<file path="config.mk">
export PLATFORM = sky130hd
export DESIGN_NAME = preset_counter
export DESIGN_NICKNAME = d
export VERILOG_FILES = /design/src/rtl/preset_counter_pkg.sv /design/src/rtl/preset_counter_op_select.sv /design/src/rtl/preset_counter_next.sv /design/src/rtl/preset_counter_carry.sv /design/src/rtl/preset_counter.sv
export SDC_FILE = /design/constraint.sdc
export NUM_CORES = 1
export LEC_CHECK = 0
export ABC_CLOCK_PERIOD_IN_PS = 2200
export BUFFER_PORTS_ARGS = -buffer_cell sky130_fd_sc_hd__buf_2
export CAP_MARGIN = 15
export CORE_AREA = 8 8 45 47
export DETAILED_ROUTE_END_ITERATION = 6
export DIE_AREA = 0 0 53 55
export PLACE_DENSITY = 0.4
export SLEW_MARGIN = 0
export SYNTH_ARGS = -nofsm -noshare
export SYNTH_HDL_FRONTEND = slang
export SYNTH_SLANG_ARGS = --single-unit
export TNS_END_PERCENT = 100
</file>
<file path="constraint.sdc">
create_clock -name clk -period 2.2 [get_ports clk]
set_clock_uncertainty 0.2 [all_clocks]
set_input_delay 0.44 -clock clk [delete_from_list [all_inputs] [get_ports clk]]
set_output_delay 0.44 -clock clk [all_outputs]
set_load 0.05 [all_outputs]
</file>
<file path="src/rtl/preset_counter_pkg.sv">
package preset_counter_pkg;
    // operation applied at a rising edge, listed in priority order
    typedef enum logic [1:0] {
        OP_CLEAR = 2'd0,
        OP_LOAD  = 2'd1,
        OP_COUNT = 2'd2,
        OP_HOLD  = 2'd3
    } cnt_op_e;
endpackage

</file>
<file path="src/rtl/preset_counter_op_select.sv">
module preset_counter_op_select
    import preset_counter_pkg::*;
(
    input  logic    clr_n,
    input  logic    load_n,
    input  logic    en_p,
    input  logic    en_t,
    output cnt_op_e op
);
    // clear outranks load, load outranks count, count outranks hold
    always_comb begin
        if (!clr_n)
            op = OP_CLEAR;
        else if (!load_n)
            op = OP_LOAD;
        else if (en_p && en_t)
            op = OP_COUNT;
        else
            op = OP_HOLD;
    end
endmodule

</file>
<file path="src/rtl/preset_counter_next.sv">
module preset_counter_next
    import preset_counter_pkg::*;
#(
    parameter int WIDTH  = 4,
    parameter bit DECADE = 1'b1
) (
    input  cnt_op_e          op,
    input  logic [WIDTH-1:0] q,
    input  logic [WIDTH-1:0] din,
    output logic [WIDTH-1:0] nxt
);
    localparam logic [WIDTH-1:0] TERM = DECADE ? WIDTH'(9) : '1;

    logic [WIDTH-1:0] incr;

    generate
        if (DECADE) begin : g_dec
            // only the terminal value folds back early; 10..15 run on
            assign incr = (q == TERM) ? '0 : q + WIDTH'(1);
        end else begin : g_bin
            assign incr = q + WIDTH'(1);
        end
    endgenerate

    always_comb begin
        unique case (op)
            OP_CLEAR: nxt = '0;
            OP_LOAD:  nxt = din;
            OP_COUNT: nxt = incr;
            OP_HOLD:  nxt = q;
            default:  nxt = q;
        endcase
    end
endmodule

</file>
<file path="src/rtl/preset_counter_carry.sv">
module preset_counter_carry #(
    parameter int WIDTH  = 4,
    parameter bit DECADE = 1'b1
) (
    input  logic [WIDTH-1:0] q,
    input  logic             en_t,
    output logic             carry_out
);
    localparam logic [WIDTH-1:0] TERM = DECADE ? WIDTH'(9) : '1;

    logic at_term;

    always_comb begin
        at_term   = (q == TERM);
        carry_out = at_term & en_t;
    end
endmodule

</file>
<file path="src/rtl/preset_counter.sv">
module preset_counter
    import preset_counter_pkg::*;
#(
    parameter int WIDTH       = 4,
    parameter bit DECADE      = 1'b1,
    parameter bit ASYNC_CLEAR = 1'b1
) (
    input  logic             clk,
    input  logic             clr_n,
    input  logic             load_n,
    input  logic [WIDTH-1:0] din,
    input  logic             en_p,
    input  logic             en_t,
    output logic [WIDTH-1:0] q,
    output logic             carry_out
);
    cnt_op_e          op;
    logic [WIDTH-1:0] nxt;
    logic [WIDTH-1:0] cnt_q;

    preset_counter_op_select u_op (
        .clr_n  (clr_n),
        .load_n (load_n),
        .en_p   (en_p),
        .en_t   (en_t),
        .op     (op)
    );

    preset_counter_next #(.WIDTH(WIDTH), .DECADE(DECADE)) u_next (
        .op  (op),
        .q   (cnt_q),
        .din (din),
        .nxt (nxt)
    );

    // state register: the clear style picks the sensitivity list
    generate
        if (ASYNC_CLEAR) begin : g_async_clr
            always_ff @(posedge clk or negedge clr_n) begin
                if (!clr_n)
                    cnt_q <= '0;
                else
                    cnt_q <= nxt;
            end
        end else begin : g_sync_clr
            always_ff @(posedge clk) begin
                cnt_q <= nxt;
            end
        end
    endgenerate

    preset_counter_carry #(.WIDTH(WIDTH), .DECADE(DECADE)) u_carry (
        .q         (cnt_q),
        .en_t      (en_t),
        .carry_out (carry_out)
    );

    assign q = cnt_q;
endmodule

</file>
==> qor.yml, run 1 <==
leakage_nw: 0.196
start_util: 0.201
max_stage_delay_ns: 0.43
die-width_um: 53
cp-end-kind: "output port"
ant_nets: 0
hold_class: "input pin to flip-flop"
drc_errors: 0
slew_headroom: 0.831
layout.nets: 62
dieHeight_um: 55
powerDensity_nw_per_um2: 570
grt_overflow_total: 0
fin_crit_ns: 2.10
worstSetupPathType: "flip-flop to output port"
largest_register_ffs: 4
diodes: 0
cts_buffer_depth: 2
antenna_found_initial: 0
synth_seq_area_share: 0.360
cp_max_fo: 6
syn-cell-area_sq_um: 278
drt_iter0_drc: 3
dieArea_sq_um: 2920
grt_usage: 0.0564
synthCells: 32
wirelength_um: 741
area_delta_synth_final_pct: 44.6
maxCapViolCount: 0
clock-sinks: 4
cts-root-buf: "clkbuf_4"
holdWs_ns: 0.340
drive_gt1_frac: 0.388
io_pins: 14
path_cells: "ha_1, and3b_1, and2_2, buf_4"
fin_tns_setup_ns: 0
cp-start-kind: "flip-flop"
tightest_slew_ns: 0.255
worst_ep_arrival_time_ns: 1.46
synth_fp_nets: 43
grt_pass1_vias: 306
cts_tree: "built"
viasPerCell: 4.55
portBuffers: 13
core-area_sq_um: 1380
slew_viol_final: 0
vdd_drop_max_mv: 0.286
synth_cell_type_count: 18
nFillCells: 153
post-route-util: 0.290
ys_ff_latch: 4
fin_crit_sh: 0.956
gp_congestion: 0.636
row_count: 14
cts.clk_slew.worst_paths_ns: 0.03
clock_latency_ns: 0.23
wl_per_cell_um: 11.4
cp.required_ns: 1.56
grt_max_degree: 11
ys_warn_count: 0
h-tree-depth: 1
first_pass_iters: 2
hold_violations: 0
synth_area_per_cell_sq_um: 8.68
max_clock_freq_mhz: 475
cts_buffers: 3
grt_first_pass_wirelength_um: 1150
finalSetupViolations: 0
via_count: 296
rsz0062_at_grt: "false"
status: "finished, final reports clean"
crit_slowest_cell: "dfrtp_2"
-- metrics by stage --
stage / power, mW / std cells / cell area (sq um) / setup slack, ns
floorplan: 0.121 / 32 / 278 / 0.145
global placement: 0.141 / 60 / 358 / 0.296
detailed placement: 0.140 / 60 / 358 / 0.300
CTS: 0.234 / 64 / 390 / 0.0495
global route: 0.248 / 65 / 402 / 0.0132
finish: 0.229 / 65 / 402 / 0.0959
-- timing repair --
item	CTS	global route
endpoints found under the setup margin	0	1
resized for setup	0	3
buffers inserted	0	1
hold buffers	1	0
endpoints found under the hold margin	4	0
-- where the power goes --
part | switching (mW) | total [mW] | internal, mW
Sequential | 0.00603 | 0.0852 | 0.0791
Clock | 0.0263 | 0.0871 | 0.0607
Combinational | 0.0366 | 0.0569 | 0.0203
Total | 0.0689 | 0.229 | 0.160
-- cell usage in the layout, fill, tap and decap left out, drive strengths merged, types with 2 or more instances in the layout --
cell type	synthesis	routed
clkbuf	0	3
nand2	3	3
ha	2	2
o21ai	2	2
nand3	2	2
buf	1	14
nor2b	2	2
inv	2	2
dfrtp	4	4
or3	2	2
a31oi	4	4
-- logic make-up after synthesis --
logic type,share of synthesized area
AOI/OAI and AO/OA,0.207
adders and majority gates,0.0901
xor gates and xnor gates,0.0315
buffers and inverters,0.0450
and+or+nand+nor,0.266
DFF,0.360
-- Yosys cell counts --
cell type | count | share of area
or3_1 | 2 | 0.045
a31oi_1 | 4 | 0.090
nand4_1 | 1 | 0.023
buf_2 | 1 | 0.018
nor3_1 | 1 | 0.018
a211o_1 | 1 | 0.032
nand2_1 | 3 | 0.041
ha_1 | 2 | 0.090
o21ai_0 | 2 | 0.036
and3b_1 | 1 | 0.032
a21oi_1 | 1 | 0.018
inv_1 | 2 | 0.027
xnor2_1 | 1 | 0.032
and2_2 | 1 | 0.027
nand3_1 | 2 | 0.036
o2bb2ai_1 | 1 | 0.032
nor2b_1 | 2 | 0.045
dfrtp_1 | 4 | 0.36
-- final cells by class --
| type | count | area [sq um] | share of cell area |
|---|---|---|---|
| clock buffers | 3 | 22.5 | 0.0561 |
| inverters | 2 | 7.51 | 0.0187 |
| multi-input cells | 25 | 165 | 0.411 |
| flip-flops and latches | 4 | 101 | 0.252 |
| well taps | 16 | 20.0 | 0.0498 |
| repair buffers | 15 | 85.1 | 0.212 |
-- layer usage --
metal  GRT usage  part of all wire  vias up
met2      0.0879              0.44       12
li1            -                 -      151
met4      0.0517             0.026        0
met1      0.0536              0.47      131
met5           0                 0        -
met3      0.0294             0.058        2
-- final timing paths --
kind / from / endpoint / slack, ns / cells past startpoint
worst min register to register: q[1]$_DFFE_PN0P_ / q[1]$_DFFE_PN0P_ / 0.40 / 2
worst min-delay path: load_n / q[0]$_DFFE_PN0P_ / 0.34 / 2
max in group asynchronous: clr_n / q[0]$_DFFE_PN0P_ / 1.28 / 2
min in group asynchronous: clr_n / q[3]$_DFFE_PN0P_ / 0.36 / 2
worst max register to register: q[0]$_DFFE_PN0P_ / q[0]$_DFFE_PN0P_ / 0.53 / 4
worst max-delay path: q[0]$_DFFE_PN0P_ / carry_out / 0.1 / 4
-- worst max-delay path, delay by kind of cell (launching register included) --
| family | cells | cell delay (ns) |
|---|---|---|
| adders and majority gates | 1 | 0.22 |
| buffers and inverters | 1 | 0.18 |
| DFF | 1 | 0.43 |
| and+or+nand+nor | 2 | 0.41 |
Power figures use the tool's default switching activity.
==> inputs of run 2 (changes only) <==
--- a/config.mk
+++ b/config.mk
@@ -12,4 +12,5 @@
 export DETAILED_ROUTE_END_ITERATION = 6
 export DIE_AREA = 0 0 53 55
+export MAX_ROUTING_LAYER = met4
 export PLACE_DENSITY = 0.4
 export SLEW_MARGIN = 0
==> constraint.sdc (replaced) <==
create_clock -name clk -period 2.2 [get_ports clk]
set_clock_uncertainty 0.2 [all_clocks]
set_input_delay 0.66 -clock clk [delete_from_list [all_inputs] [get_ports clk]]
set_output_delay 0.66 -clock clk [all_outputs]
set_load 0.05 [all_outputs]
==> run 2 against run 1 <==
Against the previous run:
- combinational power up 23%
- maximum frequency down 3.6%
- flip-flop and latch count unchanged
- critical path depth unchanged
- utilization up 3.4 points
- final cell count up 6.2%
- die area unchanged
- count of clock-buffer cells in the layout up 1
- critical path type unchanged
- critical endpoint unchanged
- largest cell class unchanged
==> qor.yml, run 2 (synthesized netlist as in run 1, its figures left out) <==
status: "finished, final reports clean"
nFillCells: 157
slew_viol_final: 0
path_delay_family: "flip-flops"
path_depth: 4
drc_errors: 0
antenna_found_initial: 0
hold_buffers: 0
dp_hpwl_um: 639
max_clock_freq_mhz: 458
r2r-end: "q[0]$_DFFE_PN0P_"
maxCapViolCount: 0
clock-sinks: 4
area_delta_synth_final_pct: 61.7
slew_headroom: 0.831
via_count: 332
rr_worst_depth: 5
clkPwrFrac: 0.397
grt_overflow_total: 0
dieArea_sq_um: 2920
worst_ep_arrival_time_ns: 1.32
path_buf_inv: 1
p_int_mw: 0.175
grt_max_degree: 11
path_cells: "ha_4, and3b_2, and2_4, buf_8"
worstSetupPathType: "flip-flop to output port"
cp-end-kind: "output port"
first_pass_iters: 4
finalSetupViolations: 0
powerDensity_nw_per_um2: 567
cts_buffers: 3
p_switching_mw: 0.0800
reg2reg_from: "q[0]$_DFFE_PN0P_"
cp.required_ns: 1.34
grt_usage: 0.0632
hold_class: "input pin to async pin"
start_util: 0.201
clock_latency_ns: 0.24
fin_tns_setup_ns: 0
crit_start: "q[0]$_DFFE_PN0P_"
p_sw_frac: 0.314
ant_nets: 0
viasPerCell: 4.81
die-width_um: 53
leakage_nw: 0.214
wl_per_cell_um: 12.4
grt_pass1_vias: 304
cts_tree: "built"
vdd_drop_max_mv: 0.153
grt_first_pass_wirelength_um: 1240
fin_crit_sh: 0.992
layout.nets: 65
finalNonFillerCells: 69
crit_slowest_cell: "dfrtp_2"
core-area_sq_um: 1380
cp-start-kind: "flip-flop"
p_total_mw: 0.255
drive_gt1_frac: 0.509
worstSetupEndpoint: "carry_out"
portBuffers: 13
comb_power_share: 0.276
hold_violations: 0
rsz0062_at_grt: "true"
cp_max_fo: 2
wirelength_um: 856
r2r_slack_ns: 0.45
row_count: 14
h-tree-depth: 1
tightest_slew_ns: 0.256
p_seq_frac: 0.327
drt_iter0_drc: 7
final_common_cell: "buf_2"
cts.clk_slew.worst_paths_ns: 0.04
cts-root-buf: "clkbuf_4"
cts_buffer_depth: 2
layout_common_cells: "buf_2 (12), buf_4 (5), a31oi_1 (4), nand2_1 (3), clkbuf_4 (3)"
dp_cells: 63
max_stage_delay_ns: 0.42
diodes: 0
gp_congestion: 0.754
io_pins: 14
fin_crit_ns: 2.18
dieHeight_um: 55
largest_register_ffs: 4
run 2: per-stage QoR:
step	setup slack (ns)	util	hold WS, ns	area [sq um]
detailed placement	0.137	0.277	0.288	383
CTS	0.00290	0.312	0.0311	432
global placement	0.146	0.277	0.292	383
finish	0.0170	0.325	0.0372	449
global route	-0.0261	0.325	0.0292	449
floorplan	0.0766	-	0.164	280
run 2: per-layer routing:
metal	share of wire	wire length, um	track usage	vias to the layer above
met5	0	0	-	-
met4	0.022	19	0.0905	0
met3	0.085	73	0.0134	2
met2	0.44	375	0.0781	14
met1	0.45	387	0.0703	152
li1	-	-	-	164
run 2: power by group through the flow:
stage / registers (mW) / clock network, mW / logic [mW]
after detailed placement: 0.0835 / 0 / 0.0630
after CTS: 0.0825 / 0.105 / 0.0650
after floorplan: 0.103 / 0 / 0.0185
final: 0.0834 / 0.101 / 0.0702
after global routing: 0.0837 / 0.111 / 0.0766
after global placement: 0.0836 / 0 / 0.0641
run 2: final cells by class:
type | instances | area, sq um | area share
clock buffers | 4 | 26.3 | 0.0585
inverters | 2 | 7.51 | 0.0167
multi-input cells | 25 | 180 | 0.401
flip-flops and latches | 4 | 103 | 0.228
well taps | 16 | 20.0 | 0.0446
repair buffers | 18 | 113 | 0.251
run 2: worst min-delay path by stage:
| stage | startpoint | to | slack, ns | depth (start not counted) |
|---|---|---|---|---|
| 4_1_cts | clr_n | q[0]$_DFFE_PN0P_ | 0.03 | 1 |
| 5_1_grt | clr_n | q[0]$_DFFE_PN0P_ | 0.03 | 1 |
| 2_1_floorplan | clr_n | q[0]$_DFFE_PN0P_ | 0.16 | 0 |
| 3_5_place_dp | clr_n | q[3]$_DFFE_PN0P_ | 0.29 | 1 |
| 3_3_place_gp | clr_n | q[3]$_DFFE_PN0P_ | 0.29 | 1 |
| 6_report | clr_n | q[1]$_DFFE_PN0P_ | 0.04 | 1 |
run 2: timing repair:
action                                  4_1_cts  5_1_grt
resized for setup                             6        2
endpoints found under the setup margin        1        1
buffers inserted                              1        1
pin swaps                                     1        3
==> inputs of run 3 (changes only) <==
Settings changed: ABC_AREA from default to 1, PLACE_DENSITY 0.4 to 0.41.
==> run 3 against run 2 <==
Against the previous run:
- register-to-register slack better by 0.39 ns
- highest routed layer is now met3
- clock power hardly changed
- worst hold slack better by 0.024 ns
- setup slack better by 0.043 ns
==> qor.yml, run 3 <==
layout_common_cells: "nand2_1 (12), buf_2 (12), nand3_1 (9), inv_1 (5)"
max_clock_freq_mhz: 467
ys_ff_latch: 4
dieHeight_um: 55
cp.required_ns: 1.34
wirelength_um: 816
drt_iter0_drc: 5
synth_cell_type_count: 12
synth_area_per_cell_sq_um: 6.85
diodes: 0
status: "finished, final reports clean"
fin_tns_setup_ns: 0
ys_async_sr_fraction: 1.00
grt_usage: 0.0649
comb_power_share: 0.240
dieArea_sq_um: 2920
p_switching_mw: 0.0816
path_buf_inv: 2
synthCells: 42
cts.clk_slew.worst_paths_ns: 0.04
grt_overflow_total: 0
grt_pass1_vias: 281
worst_ep_arrival_time_ns: 1.28
gp_congestion: 0.681
fin_crit_sh: 0.973
netlist_top_cells_area: "dfrtp_1 (35%), nand2_1 (17%), nand3_1 (16%), ha_1 (8.7%), inv_1 (7.8%)"
area_delta_synth_final_pct: 55.7
yosysTopAreaCell: "dfrtp_1"
grt_max_degree: 10
worstSetupPathType: "flip-flop to output port"
slew_viol_final: 0
antenna_found_initial: 0
synth_enable_flop_cells: 0
cp_max_fo: 5
cts_buffer_depth: 2
core-area_sq_um: 1380
hold_buffers: 0
synth_ff_type: "dfrtp_1"
cp-end-kind: "output port"
clkPwrFrac: 0.402
drive_gt1_frac: 0.433
fin_crit_ns: 2.14
cts_tree: "built"
synth_seq_area_share: 0.348
die-width_um: 53
cp-start-kind: "flip-flop"
viasPerCell: 4.16
dp_hpwl_um: 630
portBuffers: 13
path_cells: "inv_2, ha_4, nand2_4, nor3b_4, buf_6"
start_util: 0.208
max_stage_delay_ns: 0.43
powerDensity_nw_per_um2: 559
hold_class: "input pin to async pin"
p_int_mw: 0.169
p_seq_frac: 0.358
grt_first_pass_wirelength_um: 1290
clock_latency_ns: 0.24
path_delay_family: "flip-flops"
wl_per_cell_um: 10.7
synth_commonest_cells: "nand2_1 (13), nand3_1 (9), inv_1 (6)"
first_pass_iters: 4
hold_violations: 0
finalSetupViolations: 0
yosysMostFrequentCell: "nand2_1"
largest_register_ffs: 4
drc_errors: 0
io_pins: 14
layout.nets: 72
row_count: 14
h-tree-depth: 1
yosysTopAreaCellShare: 0.348
cts-root-buf: "clkbuf_4"
via_count: 316
ys_warn_count: 0
ant_nets: 0
synth_fp_nets: 53
slew_headroom: 0.798
post-route-util: 0.324
p_sw_frac: 0.326
syn-cell-area_sq_um: 288
rsz0062_at_grt: "false"
vdd_drop_max_mv: 0.256
tightest_slew_ns: 0.304
maxCapViolCount: 0
crit_slowest_cell: "dfrtp_2"
cts_buffers: 3
leakage_nw: 0.251
clock-sinks: 4
## run 3: cell count changes in the layout (fill, tap and decap cells not counted), sizes merged, moves of 3 or more
cell	previous run	this run
inv	2	6
nand2	3	14
nor2	0	3
a31oi	4	0
nand3	2	9
buf	18	14
## run 3: power by group through the flow
stage                     logic [mW]  registers, mW  clock network (mW)
final                         0.0600         0.0897               0.101
after detailed placement      0.0575         0.0909                   0
after floorplan               0.0205          0.107                   0
after CTS                     0.0580         0.0899               0.105
after global routing          0.0665         0.0910               0.111
after global placement        0.0574         0.0910                   0
## run 3: path summary, 6_finish.rpt
check,from,endpoint,slack [ns],depth (start not counted)
min in group clk,q[3]$_DFFE_PN0P_,q[3]$_DFFE_PN0P_,0.39,2
worst min register to register,q[3]$_DFFE_PN0P_,q[3]$_DFFE_PN0P_,0.39,2
worst min-delay path,clr_n,q[0]$_DFFE_PN0P_,0.06,1
worst max-delay path,q[1]$_DFFE_PN0P_,carry_out,0.06,5
max in group asynchronous,clr_n,q[3]$_DFFE_PN0P_,1.55,1
worst max register to register,q[0]$_DFFE_PN0P_,q[3]$_DFFE_PN0P_,0.84,6
## run 3: cells by family (layout without fill, tap and decap cells)
family,after synthesis,after routing,synth area share
xor gates and xnor gates,1,1,0.0304
adders and majority gates,2,2,0.0869
buffers and inverters,7,25,0.0913
DFF,4,4,0.348
and+or+nand+nor,28,28,0.444
## run 3: timing repair
action / CTS / global route
resized for setup: 2 / 1
setup buffers: 0 / 1
endpoints found under the setup margin: 1 / 1
pin swaps: 0 / 1
## run 3: layout make-up
cell class / instances / area, sq um
fillers: 174 / 936
multi-input cells: 31 / 193
flip-flops and latches: 4 / 104
repair buffers: 14 / 78.8
clock buffers: 4 / 26.3
inverters: 7 / 26.3
well taps: 16 / 20.0
## run 3: metal layers
metal  share of wire  global-route usage  up-vias
met1            0.44              0.0656      131
met5               0                   -        -
li1                -                   -      171
met4               0              0.0259        0
met3            0.12              0.0481        0
met2            0.44              0.0938       14
## run 3: stage by stage
stage	worst slack, ns	total power [mW]	instances	hold slack (ns)	cell area (sq um)
CTS	0.00978	0.253	75	0.0585	435
detailed placement	0.160	0.148	71	0.313	403
finish	0.0602	0.251	76	0.0610	448
floorplan	0.00707	0.127	42	0.164	318
global route	0.00513	0.268	76	0.0649	448
global placement	0.166	0.148	71	0.316	403
